<file path="src/rtl/tod_pkg.sv">
`timescale 1ns/1ps
package tod_pkg;

  typedef struct packed {
    logic [5:0] hr;
    logic [7:0] mn;
    logic [7:0] sc;
  } tod_t;

  localparam int unsigned TOD_W = 22;

  localparam logic [1:0] REG_TIME  = 2'd0;
  localparam logic [1:0] REG_RATE  = 2'd1;
  localparam logic [1:0] REG_HTIME = 2'd2;
  localparam logic [1:0] REG_HFRAC = 2'd3;

  localparam logic [7:0] FIELD_KEEP = 8'hFF;
  localparam logic [7:0] SEC_LAST   = 8'h59;
  localparam logic [7:0] MIN_LAST   = 8'h59;
  localparam logic [7:0] HR_LAST    = 8'h23;

  // two BCD digits, each decimal, and no larger than the limit
  function automatic logic bcd2_ok(input logic [7:0] v, input logic [7:0] lim);
    return (v[3:0] <= 4'd9) && (v[7:4] <= 4'd9) && (v <= lim);
  endfunction

  // next two-digit BCD value, wrapping to zero after lim
  function automatic logic [7:0] bcd2_next(input logic [7:0] v, input logic [7:0] lim);
    logic [7:0] r;
    if (v == lim)            r = 8'h00;
    else if (v[3:0] == 4'd9) r = {v[7:4] + 4'd1, 4'd0};
    else                     r = {v[7:4], v[3:0] + 4'd1};
    return r;
  endfunction

endpackage

</file>
<file path="src/rtl/tod_phase_acc.sv">
`timescale 1ns/1ps
module tod_phase_acc #(
  parameter int unsigned FRAC_W = 48,
  parameter int unsigned LOW_W  = 40,
  parameter int unsigned STEP_W = 32
) (
  input  logic              clk_i,
  input  logic              rst_ni,
  input  logic [STEP_W-1:0] step_i,
  output logic [FRAC_W-1:0] acc_o,
  output logic              tick_o
);
  localparam int unsigned HI_W = FRAC_W - LOW_W;

  logic [LOW_W-1:0] lo_q, lo_d;
  logic [HI_W-1:0]  hi_q, hi_d;
  logic [LOW_W:0]   lo_sum;
  logic [HI_W:0]    hi_sum;
  logic             acc_en;

  always_comb begin
    lo_sum = {1'b0, lo_q} + (LOW_W+1)'(step_i);
    hi_sum = {1'b0, hi_q} + (HI_W+1)'(lo_sum[LOW_W]);
    lo_d   = lo_sum[LOW_W-1:0];
    hi_d   = hi_sum[HI_W-1:0];
    acc_en = (step_i != '0);
  end

  always_ff @(posedge clk_i or negedge rst_ni) begin
    if (!rst_ni) begin
      lo_q <= '0;
      hi_q <= '0;
    end else if (acc_en) begin
      lo_q <= lo_d;
      hi_q <= hi_d;
    end
  end

  assign acc_o  = {hi_q, lo_q};
  assign tick_o = acc_en & hi_sum[HI_W];

endmodule

</file>
<file path="src/rtl/tod_time_core.sv">
`timescale 1ns/1ps
module tod_time_core
  import tod_pkg::*;
(
  input  logic        clk_i,
  input  logic        rst_ni,
  input  logic        tick_i,
  input  logic        wr_i,
  input  logic [23:0] wdata_i,
  output tod_t        time_o,
  output logic        last_sec_o
);
  tod_t time_q, time_d;
  logic sc_ok, mn_ok, hr_ok;
  logic inc_sc, inc_mn, inc_hr;
  logic wr_sc, wr_mn, wr_hr;
  logic [7:0] hr_next;
  logic upd_en;

  always_comb begin
    sc_ok  = bcd2_ok(time_q.sc, SEC_LAST);
    mn_ok  = bcd2_ok(time_q.mn, MIN_LAST);
    hr_ok  = bcd2_ok({2'b00, time_q.hr}, HR_LAST);

    inc_sc = tick_i;
    inc_mn = inc_sc && (time_q.sc == SEC_LAST);
    inc_hr = inc_mn && (time_q.mn == MIN_LAST);

    wr_sc  = wr_i && (wdata_i[7:0]   != FIELD_KEEP);
    wr_mn  = wr_i && (wdata_i[15:8]  != FIELD_KEEP);
    wr_hr  = wr_i && (wdata_i[23:16] != FIELD_KEEP);

    hr_next = bcd2_next({2'b00, time_q.hr}, HR_LAST);

    time_d = time_q;

    if (wr_sc)       time_d.sc = wdata_i[7:0];
    else if (!sc_ok) time_d.sc = 8'h00;
    else if (inc_sc) time_d.sc = bcd2_next(time_q.sc, SEC_LAST);

    if (wr_mn)       time_d.mn = wdata_i[15:8];
    else if (!mn_ok) time_d.mn = 8'h00;
    else if (inc_mn) time_d.mn = bcd2_next(time_q.mn, MIN_LAST);

    if (wr_hr)       time_d.hr = wdata_i[21:16];
    else if (!hr_ok) time_d.hr = 6'h00;
    else if (inc_hr) time_d.hr = hr_next[5:0];

    upd_en = tick_i || wr_i || !(sc_ok && mn_ok && hr_ok);
  end

  always_ff @(posedge clk_i or negedge rst_ni) begin
    if (!rst_ni)     time_q <= '0;
    else if (upd_en) time_q <= time_d;
  end

  assign time_o     = time_q;
  assign last_sec_o = (time_q.hr == HR_LAST[5:0]) && (time_q.mn == MIN_LAST)
                      && (time_q.sc == SEC_LAST);

endmodule

</file>
<file path="src/rtl/tod_bus_regs.sv">
`timescale 1ns/1ps
module tod_bus_regs
  import tod_pkg::*;
#(
  parameter int unsigned FRAC_W = 48,
  parameter int unsigned STEP_W = 32,
  parameter logic [STEP_W-1:0] RATE_RST = '0
) (
  input  logic              clk_i,
  input  logic              rst_ni,
  input  logic              cyc_i,
  input  logic              stb_i,
  input  logic              we_i,
  input  logic [1:0]        addr_i,
  input  logic [31:0]       wdata_i,
  input  tod_t              time_i,
  input  logic [FRAC_W-1:0] acc_i,
  input  logic              hack_i,
  output logic              ack_o,
  output logic [31:0]       rdata_o,
  output logic [STEP_W-1:0] rate_o,
  output logic              time_wr_o,
  output tod_t              hack_time_o
);
  logic              req, rate_wr;
  logic [STEP_W-1:0] rate_q;
  tod_t              htime_q;
  logic [FRAC_W-1:0] hfrac_q;
  logic [31:0]       frac_top, rd_rate, rd_mux, rdata_q;
  logic              ack_q;

  generate
    if (FRAC_W >= 32) begin : g_frac_wide
      assign frac_top = hfrac_q[FRAC_W-1 -: 32];
    end else begin : g_frac_narrow
      assign frac_top = {hfrac_q, {(32-FRAC_W){1'b0}}};
    end
  endgenerate

  always_comb begin
    req       = cyc_i && stb_i;
    rate_wr   = req && we_i && (addr_i == REG_RATE);
    time_wr_o = req && we_i && (addr_i == REG_TIME);
    rd_rate   = '0;
    rd_rate[STEP_W-1:0] = rate_q;
    case (addr_i)
      REG_TIME:  rd_mux = {{(32-TOD_W){1'b0}}, time_i};
      REG_RATE:  rd_mux = rd_rate;
      REG_HTIME: rd_mux = {{(32-TOD_W){1'b0}}, htime_q};
      default:   rd_mux = frac_top;
    endcase
  end

  always_ff @(posedge clk_i or negedge rst_ni) begin
    if (!rst_ni)      rate_q <= RATE_RST;
    else if (rate_wr) rate_q <= wdata_i[STEP_W-1:0];
  end

  always_ff @(posedge clk_i or negedge rst_ni) begin
    if (!rst_ni) begin
      htime_q <= '0;
      hfrac_q <= '0;
    end else if (hack_i) begin
      htime_q <= time_i;
      hfrac_q <= acc_i;
    end
  end

  always_ff @(posedge clk_i or negedge rst_ni) begin
    if (!rst_ni) ack_q <= 1'b0;
    else         ack_q <= req;
  end

  always_ff @(posedge clk_i or negedge rst_ni) begin
    if (!rst_ni)  rdata_q <= '0;
    else if (req) rdata_q <= rd_mux;
  end

  assign ack_o       = ack_q;
  assign rdata_o     = rdata_q;
  assign rate_o      = rate_q;
  assign hack_time_o = htime_q;

endmodule

</file>
<file path="src/rtl/tod_clock.sv">
`timescale 1ns/1ps
module tod_clock
  import tod_pkg::*;
#(
  parameter int unsigned FRAC_W = 48,
  parameter int unsigned LOW_W  = 40,
  parameter int unsigned STEP_W = 32,
  parameter int unsigned CLK_HZ = 100_000_000
) (
  input  logic        clk_i,
  input  logic        rst_ni,
  input  logic        bus_cyc_i,
  input  logic        bus_stb_i,
  input  logic        bus_we_i,
  input  logic [1:0]  bus_addr_i,
  input  logic [31:0] bus_wdata_i,
  output logic        bus_ack_o,
  output logic        bus_stall_o,
  output logic [31:0] bus_rdata_o,
  input  logic        hack_i,
  output logic        sec_tick_o,
  output logic        day_pulse_o
);
  localparam logic [63:0] RATE_FULL =
    ((64'd1 << FRAC_W) + 64'(CLK_HZ / 2)) / 64'(CLK_HZ);
  localparam logic [STEP_W-1:0] RATE_NOM = RATE_FULL[STEP_W-1:0];

  logic [1:0]        rst_pipe;
  logic              rst_sync_n;
  logic [STEP_W-1:0] rate;
  logic [FRAC_W-1:0] acc;
  logic              tick, last_sec, time_wr;
  tod_t              cur_time, hack_time;

  always_ff @(posedge clk_i or negedge rst_ni) begin
    if (!rst_ni) rst_pipe <= 2'b00;
    else         rst_pipe <= {rst_pipe[0], 1'b1};
  end
  assign rst_sync_n = rst_pipe[1];

  tod_phase_acc #(.FRAC_W(FRAC_W), .LOW_W(LOW_W), .STEP_W(STEP_W)) u_acc (
    .clk_i(clk_i), .rst_ni(rst_sync_n), .step_i(rate), .acc_o(acc), .tick_o(tick)
  );

  tod_time_core u_time (
    .clk_i(clk_i), .rst_ni(rst_sync_n), .tick_i(tick), .wr_i(time_wr),
    .wdata_i(bus_wdata_i[23:0]), .time_o(cur_time), .last_sec_o(last_sec)
  );

  tod_bus_regs #(.FRAC_W(FRAC_W), .STEP_W(STEP_W), .RATE_RST(RATE_NOM)) u_regs (
    .clk_i(clk_i), .rst_ni(rst_sync_n), .cyc_i(bus_cyc_i), .stb_i(bus_stb_i),
    .we_i(bus_we_i), .addr_i(bus_addr_i), .wdata_i(bus_wdata_i), .time_i(cur_time),
    .acc_i(acc), .hack_i(hack_i), .ack_o(bus_ack_o), .rdata_o(bus_rdata_o),
    .rate_o(rate), .time_wr_o(time_wr), .hack_time_o(hack_time)
  );

  assign bus_stall_o = 1'b0;
  assign sec_tick_o  = tick;
  assign day_pulse_o = tick & last_sec;

endmodule

</file>
<file path="config.mk">
export PLATFORM = sky130hd
export DESIGN_NAME = tod_clock
export DESIGN_NICKNAME = d
export VERILOG_FILES = /design/src/rtl/tod_pkg.sv /design/src/rtl/tod_phase_acc.sv /design/src/rtl/tod_time_core.sv /design/src/rtl/tod_bus_regs.sv /design/src/rtl/tod_clock.sv
export SDC_FILE = /design/constraint.sdc
export NUM_CORES = 1
export LEC_CHECK = 0
export BUFFER_PORTS_ARGS = -buffer_cell sky130_fd_sc_hd__buf_2
export CAP_MARGIN = 40
export CORE_MARGIN = 2
export CORE_UTILIZATION = 60
export CTS_CLUSTER_DIAMETER = 80
export DETAILED_ROUTE_END_ITERATION = 10
export HOLD_SLACK_MARGIN = 0.03
export PLACE_DENSITY = 0.79
export SETUP_SLACK_MARGIN = 0.5
export SLEW_MARGIN = 0
export SYNTH_ARGS = -nofsm -noshare
export SYNTH_HDL_FRONTEND = slang
export SYNTH_HIERARCHICAL = 1
export SYNTH_SLANG_ARGS = --single-unit
</file>
<file path="constraint.sdc">
create_clock -name clk_i -period 7.5 [get_ports clk_i]
set_input_delay 0.75 -clock clk_i [delete_from_list [all_inputs] [get_ports clk_i]]
set_output_delay 0.75 -clock clk_i [all_outputs]
set_load 0.01 [all_outputs]
</file>
==> results.cfg, run 1 <==
[clock_network]
htree_levels = 4
clockBufferDepth = 2
post-cts-setup-buffers = 0
post_cts_resized = 0
numCtsBuffers = 17
clk_latency_ps = 440
clkTransAtPathRegs_ps = 70
numClockSinks = 191
cts-root-buf = clkbuf_16
ctsHoldBuffers = 0
cts_tree = done

[floorplanning]
die_y_um = 137
rows = 48
chipWidth_um = 137
io_pins = 76
dieArea_um2 = 18700
coreArea_um2 = 17300
start_util_pct = 61.3

[global_route]
antenna_found_initial = 0
grt-ovfl-total = 0
grt_use_total_pct = 27.8
grt_max_degree = 190
grt_pass1_vias = 7575
grt_pass1_wl_um = 40100

[setup_path]
worstPathMaxFanout = 10
crit_required_ps = 6750
end_kind = primary output
critPathMaxStageDelay_ps = 480
worstSetupPathType = reg -> out
cpMostUsedCell = and3_1
cp_cell_sequence = ha_1, fa_1, a21oi_2, o211ai_2, a41oi_1, o31a_1, o311ai_4, a221oi_2, nor3_1, ha_1, and3_1, and3_1, and3_1, and2_1, buf_2
crit_slowest_cell = a221oi_2
worst_setup_path_start_kind = register
critPathArrivalTime_ps = 4720

[finish]
layout.nets = 1118
drive_above_1_share_pct = 23.5
area_growth_pct = 10.3
mostFrequentLayoutCell = dfrtp_1
layout_common_cells = 177 x dfrtp_1, 130 x nand2_1, 74 x buf_2, 68 x o21ai_0, 59 x mux2_2
diodes = 0

[synthesis]
yosysSeqAreaShare_pct = 45.2
ys_async_sr_fraction_pct = 100
yosys-top-cells-area = dfrtp_1 42%, mux2_2 6.3%, mux2i_1 5.5%
synth_fp_nets = 1065
post-synth-top-area-cell = dfrtp_1
ys_warn_count = 6
ys_ff_latch = 191
yosys.cell_types.count = 84
syn-cell-area_um2 = 10600
synth_top_cell_area_share_pct = 42.0
synth_ff_type = dfrtp_1
synth_cells = 982
synth_edf_count = 0
syn_area_per_cell_um2 = 10.8

[route]
via_per_inst = 6.20
totalWireLength_um = 25400
drc = 0
drt_pre_antenna_iters = 4
wl_per_cell_um = 20.0
drt_first_iter_violations = 617
route.antenna.remaining_nets = 0
dr_total_vias = 7887

[timing]
worstMarginPinSlew_ps = 1230
finClkSkew_ps = 10.8
setup_slack_ps = 2030
rsz0062_at_grt = no
slew_headroom_pct = 18.3
max_freq_mhz = 183
slew_viol_final = 0
final.setup.tns_ps = 0
fin_crit_sh_pct = 72.9
post-route-min-period_ps = 5470
hold_viol_final = 0
setup_viol = 0

[run_status]
status = completed

[power]
leakage_nw = 5.55
irDropWorstVdd_v = 0.000225
power-per-cell-area_nw_per_um2 = 384

[place]
gp_congestion = 0.932
pre_cts_slack_ps = 2540
place_hpwl_um = 17600
portBuffers = 74

[worst_hold_path]
min_path_type = in -> async

[run]
maxCapViolations = 0
## registers in the layout, indices dropped and copies added, names as in the netlist
signal	cells
u_regs/hfrac_q	32
u_time/time_o	22
u_regs/ack_o	1
rst_pipe	2
u_regs/hack_time_o	22
u_regs/rate_o	32
u_acc/lo_q	40
u_regs/rdata_o	32
u_acc/hi_q	8
## path summary, 6_finish.rpt
| path | startpoint | to | slack [ps] | cells past startpoint |
|---|---|---|---|---|
| max | u_regs/rate_o[0]$_DFFE_PN0P_ | day_pulse_o | 2030 | 15 |
| min | rst_ni | rst_pipe[1]$_DFF_PN0_ | 90 | 1 |
| min reg2reg | rst_pipe[0]$_DFF_PN0_ | rst_pipe[1]$_DFF_PN0_ | 360 | 0 |
| max in group asynchronous | rst_pipe[1]$_DFF_PN0_ | u_regs/rate_o[26]$_DFFE_PN0P_ | 6120 | 1 |
| max reg2reg | u_regs/rate_o[0]$_DFFE_PN0P_ | u_time/time_o[19]$_DFFE_PN0P_ | 2560 | 17 |
| min in group clk_i | rst_pipe[0]$_DFF_PN0_ | rst_pipe[1]$_DFF_PN0_ | 360 | 0 |
## critical path: cells and delay by family (launching register included)
| family | cells | cell delay (ps) |
|---|---|---|
| simple gates | 5 | 1280 |
| buf+inv | 1 | 130 |
| fa+ha+maj | 3 | 890 |
| compound gates | 6 | 1580 |
| flops | 1 | 400 |
## final cells by class
| cell class | instances | area, um^2 |
|---|---|---|
| multi-input cells | 725 | 5460 |
| repair buffers | 82 | 490 |
| flip-flops and latches | 191 | 4800 |
| fillers | 1313 | 5600 |
| well taps | 225 | 282 |
| inverters | 18 | 67.6 |
| clock inverters | 15 | 173 |
| clock buffers | 17 | 425 |
## cells by family after synthesis
kind of cell	count (synthesis)	share of synthesized area [%]
AND/OR/NAND/NOR	261	12.2
AO/OA/AOI/OAI	226	14.3
flip-flops	191	45.2
multiplexers	147	16.0
buffers and inverters	66	3.34
XOR/XNOR	46	3.80
adder cells (fa/ha/maj)	43	5.15
other	2	0.0708
## per-stage QoR
step                hold WS, ps  std cells  util, %  total power, mW  cell area (um^2)
floorplan                   331        982        -             3.08             10600
CTS                        75.3       1273     67.6             4.48             11700
detailed placement          347       1241     64.2             3.53             11100
global placement            339       1237     63.7             3.47             11000
finish                     89.5       1273     67.6             4.50             11700
global route               74.6       1273     67.6             4.78             11700
## synth_stat cells (3+ instances only)
| cell | instances |
|---|---|
| dfstp_2 | 13 |
| xor2_1 | 22 |
| o21ai_0 | 68 |
| nor3_1 | 7 |
| nand3b_1 | 3 |
| o21ai_1 | 5 |
| a41oi_1 | 4 |
| nor3b_1 | 4 |
| a21o_1 | 17 |
| o21a_1 | 6 |
| nor2_1 | 37 |
| o211ai_2 | 3 |
| and3_1 | 11 |
| a2bb2oi_1 | 4 |
| dfrtp_1 | 178 |
| mux2_4 | 30 |
| xnor2_1 | 24 |
| a21oi_1 | 51 |
| buf_2 | 12 |
| nor4_1 | 11 |
| and2_1 | 3 |
| nand3_1 | 12 |
| o221ai_1 | 22 |
| nand2_1 | 130 |
| o211ai_1 | 3 |
| o31ai_1 | 4 |
| mux2i_1 | 58 |
| ha_1 | 42 |
| mux2_2 | 59 |
| inv_1 | 17 |
| a22oi_1 | 4 |
| clkbuf_1 | 19 |
| buf_4 | 6 |
| a211oi_1 | 6 |
| or2_2 | 3 |
| nor2b_1 | 5 |
| buf_6 | 9 |
| or4_1 | 3 |
| nand4_1 | 12 |
## power breakdown
| group | switching, mW | internal (mW) |
|---|---|---|
| clock network | 0.424 | 0.502 |
| logic | 0.980 | 0.836 |
| registers | 0.366 | 1.39 |
## layer usage
layer  wire [um]  global-route usage (%)
met2       12100                    44.7
met1       11400                    38.8
met4         486                    8.71
met3        1410                    4.56
met5           0                       0
Power figures use the tool's default switching activity.
==> inputs of run 2 (changes only) <==
CORE_UTILIZATION = 55   (was 60)
PLACE_DENSITY = 0.77   (was 0.79)
clock period = 4.82 ns   (was 7.5 ns; I/O delays follow)
==> results.cfg, run 2 (same netlist as run 1, synthesis figures left out) <==
[run_status]
status = completed

[timing]
setup_viol = 0
rsz0062_at_grt = yes
finClkSkew_ps = 7.70
setup_slack_ps = 554
fin_crit_sh_pct = 88.5
hold_viol_final = 0
final.setup.tns_ps = 0
slew_viol_final = 0
slew_headroom_pct = 39.8
max_freq_mhz = 234
post-route-min-period_ps = 4270
worstMarginPinSlew_ps = 900

[route]
drt_first_iter_violations = 751
totalWireLength_um = 27000
drt_pre_antenna_iters = 5
route.antenna.remaining_nets = 0
dr_total_vias = 8105
via_per_inst = 6.13
drc = 0
wl_per_cell_um = 20.4

[global_route]
grt_pass1_vias = 7806
antenna_found_initial = 0
grt_pass1_wl_um = 42600
grt-ovfl-total = 0
grt_max_degree = 75
grt_use_total_pct = 27.1

[finish]
layout.nets = 1133
utilization_pct = 63.5
fin_cells = 1323
mostFrequentLayoutCell = dfrtp_1
regMostFlops = u_acc/lo_q
diodes = 0
area_growth_pct = 12.8
drive_above_1_share_pct = 26.0
largest_reg_flops = 40
layout_common_cells = 177 x dfrtp_1, 130 x nand2_1, 74 x buf_2, 68 x o21ai_0, 59 x mux2_2
finish.instance_area_um2 = 12000

[place]
place_inst = 1280
pre_cts_slack_ps = 252
place_hpwl_um = 18500
portBuffers = 74
gp_congestion = 0.942
place_area_um2 = 11200

[floorplanning]
chipWidth_um = 143
dieArea_um2 = 20400
rows = 50
coreArea_um2 = 18800
io_pins = 76
die_y_um = 143
start_util_pct = 56.3

[setup_path]
worstSetupPathType = reg -> out
worstPathMaxFanout = 4
cp-startpoint = u_acc/lo_q[0]$_DFFE_PN0P_
rr_startpoint = u_regs/rate_o[1]$_DFFE_PN1P_
end_kind = primary output
crit_required_ps = 4340
critPathArrivalTime_ps = 3780
worst_setup_path_start_kind = register

[clock_network]
clk_latency_ps = 440
htree_levels = 4
cts-root-buf = clkbuf_16
cts_tree = done
clkTransAtPathRegs_ps = 70
numCtsBuffers = 17
numClockSinks = 191
clockBufferDepth = 2

[power]
leakage_nw = 5.61
power-per-cell-area_nw_per_um2 = 598
irDropWorstVdd_v = 0.000321

[worst_hold_path]
min_path_type = reg -> async

[run]
maxCapViolations = 0
## run 2: cell types whose count changed in the layout (fill, tap and decap cells not counted), moves of 2 or more
| cell | change |
|---|---|
| ha_2 | +6 |
| and3_1 | -3 |
| buf_4 | +13 |
| ha_1 | -8 |
| ha_4 | +2 |
| clkinv_2 | +3 |
| inv_6 | -3 |
| and3_4 | +3 |
## run 2: where the power goes
part           internal, mW  switching (mW)
Combinational          1.38            1.59
Clock                 0.772           0.663
Sequential             2.16           0.590
## run 2: layout make-up
| class | instances | area [um^2] |
|---|---|---|
| Clock buffer | 17 | 425 |
| Clock inverter | 15 | 160 |
| Fill cell | 1480 | 6870 |
| Inverter | 18 | 67.6 |
| Multi-Input combinational cell | 725 | 5550 |
| Sequential cell | 191 | 4800 |
| Tap cell | 260 | 325 |
| Timing Repair Buffer | 97 | 631 |
## run 2: final timing paths
| check | endpoint | slack (ps) | depth (start not counted) |
|---|---|---|---|
| setup / recovery | day_pulse_o | 550 | 15 |
| hold / removal | u_regs/rate_o[24]$_DFFE_PN0P_ | 220 | 0 |
| setup reg to reg | u_time/time_o[3]$_DFFE_PN0P_ | 680 | 19 |
| hold reg to reg | u_regs/rate_o[24]$_DFFE_PN0P_ | 220 | 0 |
| max in group asynchronous | u_regs/rdata_o[8]$_DFFE_PN0P_ | 3370 | 2 |
| min in group clk_i | u_regs/rate_o[24]$_DFFE_PN0P_ | 260 | 2 |
## run 2: critical path, stage by stage, from the launching register on
cell      delay [ps]
dfrtp_1          380
ha_2             190
fa_2             370
a21oi_4          170
o211ai_2         130
a41oi_2          240
o31a_1           260
o311ai_4         130
a221oi_2         360
nor3_2            90
ha_2             170
and3_4           180
and3_4           170
and3_4           200
and2_1           150
buf_2            130
## run 2: routing by layer
metal / GRT usage, % / routed length (um)
met1: 37.6 / 12200
met5: 0 / 0
met2: 42.7 / 12500
met3: 4.83 / 1380
met4: 10.7 / 950
## run 2: repair_timing
item / CTS / global route
buffers inserted: 9 / 1
resized for setup: 10 / 8
endpoints found under the setup margin: 19 / 6
hold endpoints to repair: 2 / 0
pin swaps: 9 / 5
hold buffers: 1 / 0
## run 2: stage by stage
stage               power (mW)  hold WS [ps]
finish                    7.15           218
global route              7.61           247
CTS                       7.05           232
detailed placement        5.53           222
global placement          5.45           267
floorplan                 4.79           186
